`config.mk`:
```
export PLATFORM = sky130hd
export DESIGN_NAME = hb_chain_link
export DESIGN_NICKNAME = d
export VERILOG_FILES = /design/src/rtl/hb_chain_pkg.sv /design/src/rtl/hb_sync.sv /design/src/rtl/hb_edge.sv /design/src/rtl/hb_timer.sv /design/src/rtl/hb_chain_link.sv
export SDC_FILE = /design/constraint.sdc
export NUM_CORES = 1
export LEC_CHECK = 0
export ABC_AREA = 1
export BUFFER_PORTS_ARGS = -buffer_cell sky130_fd_sc_hd__buf_4
export CORE_AREA = 2 2 39 41
export DETAILED_ROUTE_END_ITERATION = 8
export DIE_AREA = 0 0 41 43
export GPL_TIMING_DRIVEN = 1
export PLACE_DENSITY = 0.69
export SETUP_SLACK_MARGIN = 0.05
export SYNTH_ARGS = -nofsm -noshare
export SYNTH_HDL_FRONTEND = slang
export SYNTH_SLANG_ARGS = --single-unit
```
`constraint.sdc`:
```
create_clock -name clk -period 1.57 [get_ports clk]
set_input_delay 0.157 -clock clk [delete_from_list [all_inputs] [get_ports clk]]
set_output_delay 0.157 -clock clk [all_outputs]
set_load 0.1 [all_outputs]
```
`src/rtl/hb_chain_pkg.sv`:
```
package hb_chain_pkg;

    typedef enum logic {
        LINK_DOWN = 1'b0,
        LINK_UP   = 1'b1
    } link_e;

    // Bits needed to hold values 0..n
    function automatic int unsigned cnt_bits(input int unsigned n);
        return (n < 2) ? 1 : $clog2(n + 1);
    endfunction

endpackage

```
`src/rtl/hb_sync.sv`:
```
module hb_sync #(
    parameter int unsigned STAGES = 2
) (
    input  logic clk,
    input  logic rst,
    input  logic din,
    output logic dout
);
    typedef struct packed {
        logic [STAGES-1:0] sh;
    } sync_t;

    sync_t sync_d, sync_q;

    always_comb begin
        sync_d    = sync_q;
        sync_d.sh = (sync_q.sh << 1) | STAGES'(din);
        if (rst) begin
            sync_d = '0;
        end
    end

    always_ff @(posedge clk) begin
        sync_q <= sync_d;
    end

    assign dout = sync_q.sh[STAGES-1];
endmodule

```
`src/rtl/hb_edge.sv`:
```
module hb_edge (
    input  logic clk,
    input  logic rst,
    input  logic level,
    output logic rise
);
    typedef struct packed {
        logic prev;
    } edge_t;

    edge_t edge_d, edge_q;

    always_comb begin
        edge_d.prev = level;
        if (rst) begin
            edge_d = '0;
        end
    end

    always_ff @(posedge clk) begin
        edge_q <= edge_d;
    end

    assign rise = level & ~edge_q.prev;
endmodule

```
`src/rtl/hb_timer.sv`:
```
module hb_timer
    import hb_chain_pkg::*;
#(
    parameter int unsigned TIMEOUT_CYC = 100
) (
    input  logic clk,
    input  logic rst,
    input  logic enable,
    input  logic kick,
    output logic alive
);
    localparam int unsigned CW = cnt_bits(TIMEOUT_CYC);
    localparam logic [CW-1:0] RELOAD = CW'(TIMEOUT_CYC);

    typedef struct packed {
        logic [CW-1:0] cnt;
        link_e         st;
    } tmr_t;

    tmr_t tmr_d, tmr_q;

    always_comb begin
        tmr_d = tmr_q;
        if (!enable) begin
            tmr_d.cnt = '0;                 // active-low clear wins
        end else if (kick) begin
            tmr_d.cnt = RELOAD;
        end else if (tmr_q.cnt != '0) begin
            tmr_d.cnt = tmr_q.cnt - 1'b1;
        end
        tmr_d.st = (tmr_d.cnt != '0) ? LINK_UP : LINK_DOWN;
        if (rst) begin
            tmr_d.cnt = '0;
            tmr_d.st  = LINK_DOWN;
        end
    end

    always_ff @(posedge clk) begin
        tmr_q <= tmr_d;
    end

    assign alive = (tmr_q.st == LINK_UP);
endmodule

```
`src/rtl/hb_chain_link.sv`:
```
module hb_chain_link #(
    parameter int unsigned TIMEOUT_CYC = 100,
    parameter int unsigned SYNC_STAGES = 2
) (
    input  logic clk,
    input  logic rst,
    input  logic chain_in,
    input  logic hb_in,
    output logic chain_out
);
    logic hb_level;
    logic hb_rise;

    hb_sync #(
        .STAGES(SYNC_STAGES)
    ) sync_i (
        .clk (clk),
        .rst (rst),
        .din (hb_in),
        .dout(hb_level)
    );

    hb_edge edge_i (
        .clk  (clk),
        .rst  (rst),
        .level(hb_level),
        .rise (hb_rise)
    );

    hb_timer #(
        .TIMEOUT_CYC(TIMEOUT_CYC)
    ) timer_i (
        .clk   (clk),
        .rst   (rst),
        .enable(chain_in),
        .kick  (hb_rise),
        .alive (chain_out)
    );
endmodule

```
==> run summary, run 1 <==
outcome: complete, no violations
GP Congestion: 0.7585
Synthesized Nets: 88
Hold Path Origin: hb_in
Ys Warns: 0
crit-path cells: inv_4 -> ha_1 -> xor2_1 -> nand2_2 -> nand2_1 -> nand2_2 -> nand2_1 -> inv_1 -> nand3_1 -> nand2_1 -> nand2_1
CTS tree: built
All-Layer GR Usage: 15.66%
Final setup viols: 0
Final Power: 1560 µW
Synth Area in XOR/XNOR: 2.923%
synthesized-area fraction occupied by adder cells: 4.175%
drt initial violations: 1
global-route wire length before repair: 1897 µm
CP Capture Type: flip-flop
vias post-DR: 482
PwrDens: 2271 nW/µm²
Largest stage delay, worst path: 0.35 ns
Hold Crit Class: primary input to flip-flop
Core Box Area: 1384 µm²
Post-Syn Instances: 82
I/O Buffers: 4
R2R Setup Slk: 0.14 ns
Overflow after GRT: 0
min cycle time layout: 1.431 ns
Initial Util: 43.31%
most frequent CP cell: nand2_1
Synth area leader: dfxtp_1
count leader, synth: nand2_1
CTS clk-pin slew, worst paths: 0.07 ns
mux contribution to synthesized area: 0%
Final Max Slew Viols: 0
f_max: 699.0 MHz
synth top area cells: dfxtp_1, nand2_1, inv_1, nor2_4, nor2_1
number of remaining DRC errors: 0
Synth Area in Compound Gates: 0.8351%
Die Footprint: 1763 µm²
Top FF cell, synth: dfxtp_1
synth-to-layout area growth: 14.61%
Slowest cell on crit path: dfxtp_2
Die W: 41 µm
root buffer cell: clkbuf_4
worst slew pin tran: 0.2807 ns
worst r2r dst: timer_i.alive
# nets final: 96
sequential element share of the synthesized area: 36.74%
Data arrival, critical path: 1.59 ns
Simple-Gate Fraction of Synth Area: 44.68%
vias per cell: 4.590
Setup crit start kind: flip-flop
CTS buffer count: 3
DIE HEIGHT: 43 µm
largest net degree at the start of global routing: 11
worst-path fanout max: 5
post-route ant nets: 0
worst-case reg-to-reg path depth: 11
Post-Route WL: 1100 µm
CP required: 1.73 ns
vias in the first global route: 491
Post-synth top cells: nand2_1, inv_1, dfxtp_1
largest family of logic cells by synthesized area: simple AND/OR/NAND/NOR gates
WHS: 0.1059 ns
H-tree depth: 1
Max-cap violations: 0
# hold bufs at CTS: 0
register bit total from synthesis: 11
hold endpoint: sync_i.sync_q[0]
antenna violations before repair: 0
Final Cycle Share: 91.12%
Detailed Routing Iterations Pass 1: 2
top-area cell type share of the netlist area: 36.74%
WL/cell: 10.48 µm
setup TNS: 0 ns
# fillers: 145
FF-to-FF Start: timer_i.tmr_q[1]
clk_skew: 0.005835 ns
Crit Path Class: flip-flop to flip-flop
unrepaired setup endpoints after global routing: false
layout cells sized above 1: 25.84%
count of cell types in the netlist: 16
# rows: 14
hold depth: 3
detailed placement HPWL: 814.6 µm
TritonCTS Sinks: 11
total leakage power: 0.0003528 µW
Final Hold Vio Count: 0
# IOs: 5
Clk Latency, worst-skew pair: 0.26 ns
synthesized cell area: 599.3 µm²
EDFF count, synth: 0
Post-Syn Area per Cell: 7.309 µm²
clock buffer depth: 2
peak supply drop: 0.001305 V
Ant. Diodes: 0
fraction of registers with async set/reset: 0%
Max-slew headroom: 81.44%
## metal layers
layer  global-route usage (%)  wire length [µm]
met1                    20.33               511
met2                    24.38               554
met3                    1.571                23
met4                    8.000                10
met5                        0                 0
## placed cells by master (no fill, tap or decap)
cell type	instances
nor2_1	10
nand4_1	3
ha_4	1
dfxtp_2	2
nand2_1	19
nand3_2	1
a21oi_1	1
nor2_4	4
nand3_1	6
inv_2	1
inv_4	2
inv_1	11
clkbuf_1	1
clkbuf_4	3
dfxtp_1	9
nor2_2	2
buf_4	4
nand3_4	1
nand2_2	2
nor3_1	3
xor2_1	2
ha_1	1
## worst max-delay path by stage
stage	startpoint	to	slack, ns	cells past startpoint
after floorplan	timer_i.tmr_q[1]	timer_i.alive	0.24	13
after global placement	timer_i.tmr_q[1]	timer_i.alive	0.15	11
after detailed placement	timer_i.tmr_q[1]	timer_i.alive	0.09	13
after CTS	timer_i.tmr_q[1]	timer_i.alive	0.07	13
after global routing	timer_i.tmr_q[1]	timer_i.alive	0.04	13
final	timer_i.tmr_q[1]	timer_i.alive	0.14	11
## report_power, final
group / switching, µW / leakage, µW / internal (µW) / total (µW)
sequential: 68.0 / 0.0000911 / 352 / 420
combinational: 610 / 0.000247 / 342 / 952
clock: 90.2 / 0.0000150 / 98.2 / 188
total: 768 / 0.000353 / 792 / 1560
## final cells by class
cell class,count,area [µm²],share of cell area (%)
Multi-Input combinational cell,56,330.3,48.09
Sequential cell,11,222.7,32.42
Inverter,14,57.56,8.379
Timing Repair Buffer,4,30.03,4.372
Clock buffer,4,26.28,3.825
Tap cell,16,20.02,2.914
## per-stage QoR
step	instance area (µm²)	std cells	util, %	setup WS (ns)
finish	686.9	105	49.64	0.1394
global route	686.9	105	49.64	0.03520
CTS	664.4	105	48.01	0.07406
detailed placement	638.1	101	46.11	0.09418
global placement	638.1	101	46.11	0.1477
floorplan	599.3	82	-	0.2430
## cell families after synthesis
kind of cell / count (synthesis)
AO/OA/AOI/OAI: 1
adder cells (fa/ha/maj): 2
flip-flops: 11
AND/OR/NAND/NOR: 51
buffers and inverters: 15
XOR/XNOR: 2
## repair_timing
item | CTS | global route
endpoints found under the setup margin | 0 | 1
setup buffers | 0 | 0
resized for setup | 0 | 10
## critical path, delay by kind of cell, from the launching register on
| family | cells | cell delay, ns |
|---|---|---|
| buffers and inverters | 2 | 0.10 |
| DFF | 1 | 0.35 |
| adders and majority gates | 1 | 0.26 |
| xor gates and xnor gates | 1 | 0.19 |
| and+or+nand+nor | 7 | 0.42 |
## state kept, by name (all words and copies together), names as in the netlist
register       flops
edge_i.edge_q      1
sync_i.sync_q      2
timer_i.alive      1
timer_i.tmr_q      7
No activity file was read; power rests on OpenSTA's default activity.
==> inputs of run 2 (changes only) <==
--- a/config.mk
+++ b/config.mk
@@ -5,13 +5,12 @@
 export SDC_FILE = /design/constraint.sdc
 export NUM_CORES = 1
 export LEC_CHECK = 0
-export ABC_AREA = 1
 export BUFFER_PORTS_ARGS = -buffer_cell sky130_fd_sc_hd__buf_4
 export CORE_AREA = 2 2 39 41
 export DETAILED_ROUTE_END_ITERATION = 8
 export DIE_AREA = 0 0 41 43
 export GPL_TIMING_DRIVEN = 1
-export PLACE_DENSITY = 0.69
+export PLACE_DENSITY = 0.65
 export SETUP_SLACK_MARGIN = 0.05
 export SYNTH_ARGS = -nofsm -noshare
 export SYNTH_HDL_FRONTEND = slang
==> run 2 against run 1 <==
Against the previous run:
- global-route usage increased by 0.54 points
- area after synthesis decreased by 9.0%
- register-to-register slack got worse by 0.15 ns
- the run now ends with setup timing left
- synthesized cell count decreased by 30%
- non-clock buffer count increased by 13
==> run summary, run 2 <==
CTS tree: built
Max-cap violations: 0
Slowest cell on crit path: or4_4
Largest stage delay, worst path: 0.55 ns
CP required: 1.71 ns
worst-case reg-to-reg path depth: 4
registers with the most flip-flops: timer_i.tmr_q: 7 flops, sync_i.sync_q: 2 flops
Largest Register: timer_i.tmr_q
TritonCTS Sinks: 11
I/O Buffers: 4
Final setup viols: 1
Post-synth top cells: dfxtp_1, nor2_1, nor2b_1
detailed placement HPWL: 863.3 µm
Post-Syn Area per Cell: 9.571 µm²
Clk Latency, worst-skew pair: 0.26 ns
# rows: 14
unrepaired setup endpoints after global routing: true
crit path buf inv count: 0
Final Hold Vio Count: 0
vias in the first global route: 456
hold endpoint: timer_i.alive
root buffer cell: clkbuf_4
clk_skew: 0.004122 ns
Ant. Diodes: 0
layout cells sized above 1: 52.56%
H-tree depth: 1
min cycle time layout: 1.580 ns
CP top delay family: simple AND/OR/NAND/NOR gates
Setup crit start kind: flip-flop
Synthesized Nets: 63
Top FF cell, synth: dfxtp_1
Die Footprint: 1763 µm²
hold depth: 2
top-area cell type share of the netlist area: 40.37%
global-route wire length before repair: 1794 µm
CTS clk-pin slew, worst paths: 0.07 ns
# IOs: 5
WL/cell: 12.29 µm
max FFs per register: 7
drt initial violations: 5
R2R Setup Slk: -0.01 ns
Max-slew headroom: 81.79%
Hold Path Origin: rst
worst r2r dst: timer_i.alive
worst-path fanout max: 4
register bit total from synthesis: 11
# nets final: 85
count of cell types in the netlist: 26
Post-Route WL: 1155 µm
Final Cycle Share: 100.6%
GP Congestion: 0.7744
FF-to-FF Start: timer_i.tmr_q[1]
clock buffer depth: 2
crit-path cells: or4_4 -> o21a_1 -> o31ai_2 -> a41oi_2
synth-to-layout area growth: 45.18%
most common cell after layout, fill and taps aside: buf_4
Synth area leader: dfxtp_1
Hold Crit Class: primary input to flip-flop
count leader, synth: dfxtp_1
vias post-DR: 483
number of remaining DRC errors: 0
synthesized cell area: 545.5 µm²
synth top area cells: dfxtp_1, nor2_1, ha_1, nor2b_1, o31ai_1
Post-Syn Instances: 57
All-Layer GR Usage: 16.19%
vias per cell: 5.138
Initial Util: 39.42%
CTS buffer count: 3
Data arrival, critical path: 1.72 ns
most frequent cells in the layout: buf_4, dfxtp_1, nor2_1
fraction of registers with async set/reset: 0%
DIE HEIGHT: 43 µm
f_max: 633.0 MHz
Crit Path Class: flip-flop to flip-flop
CP Capture Type: flip-flop
outcome: finished, violations left
largest net degree at the start of global routing: 7
failing checks: setup timing
Detailed Routing Iterations Pass 1: 4
Ys Warns: 0
Core Box Area: 1384 µm²
Die W: 41 µm
EDFF count, synth: 0
Overflow after GRT: 0
Final WS setup: -0.009688 ns
Final Max Slew Viols: 0
antenna violations before repair: 0
sequential element share of the synthesized area: 40.37%
worst slew pin tran: 0.2716 ns
pre-CTS WS: -0.08389 ns
post-route ant nets: 0
-- run 2: cell types whose count changed after synthesis, moves of 2 or more --
| cell | previous run | this run |
|---|---|---|
| nand2b_1 | 0 | 3 |
| o31ai_1 | 0 | 3 |
| nor4_1 | 0 | 2 |
| nor2b_1 | 0 | 4 |
| nor2_1 | 10 | 7 |
| or4_4 | 0 | 2 |
| nor2_4 | 4 | 0 |
| inv_1 | 14 | 2 |
| nand4_1 | 3 | 0 |
| xnor2_1 | 0 | 2 |
| nor2_2 | 2 | 0 |
| nand3_1 | 6 | 0 |
| nand2_1 | 20 | 2 |
-- run 2: worst max path at each step --
stage	start	end	slack, ns	cells past startpoint
2_1_floorplan	timer_i.tmr_q[5]	timer_i.alive	0.05	4
3_3_place_gp	timer_i.tmr_q[5]	timer_i.alive	-0.08	5
3_5_place_dp	timer_i.tmr_q[6]	timer_i.alive	-0.08	5
4_1_cts	timer_i.tmr_q[6]	timer_i.alive	-0.008	5
5_1_grt	timer_i.tmr_q[1]	timer_i.alive	-0.05	4
6_report	timer_i.tmr_q[1]	timer_i.alive	-0.01	4
-- run 2: through the flow --
step                utilization, %  instances  hold slack (ns)  cell area [µm²]   TNS [ns]
detailed placement           49.91         89           0.3645            690.7   -0.08389
global placement             49.91         89           0.3657            690.7   -0.08834
CTS                          54.88         94          0.08100            759.5  -0.007741
global route                 57.23         94          0.07498            792.0   -0.06546
finish                       57.23         94          0.08992            792.0  -0.009688
floorplan                        -         57           0.2203            550.5          0
-- run 2: cell families after synthesis --
kind of cell	count (synthesis)	synth area share (%)
AND/OR/NAND/NOR	26	29.13
XOR/XNOR	4	6.423
adder cells (fa/ha/maj)	2	4.586
AO/OA/AOI/OAI	12	18.12
buffers and inverters	2	1.377
flip-flops	11	40.37
-- run 2: area by class of cell --
cell class / instances / area, µm²
sequential: 11 / 227.7
inverter: 2 / 7.507
clock buffer: 4 / 26.28
timing repair buffer: 17 / 131.4
tap: 16 / 20.02
fill: 125 / 591.8
multi-input combinational: 44 / 379.1
-- run 2: routing by layer --
layer	global-route usage, %	up-vias	share of wire [%]
met2	24.06	3	52
met5	0	-	0
li1	-	247	-
met4	14.00	0	1.5
met3	3.141	2	1.2
met1	18.48	231	45
-- run 2: repair_timing --
item                       CTS  global route
hold buffers                 0             0
gates resized for setup      8            11
setup buffers                1             0
pin swaps                    2             3
setup endpoints to repair    4             5
Power of run 2 is left out: the tool's default activity adds up to more than one toggle a clock period on the data nets, which glitch-free logic cannot reach.
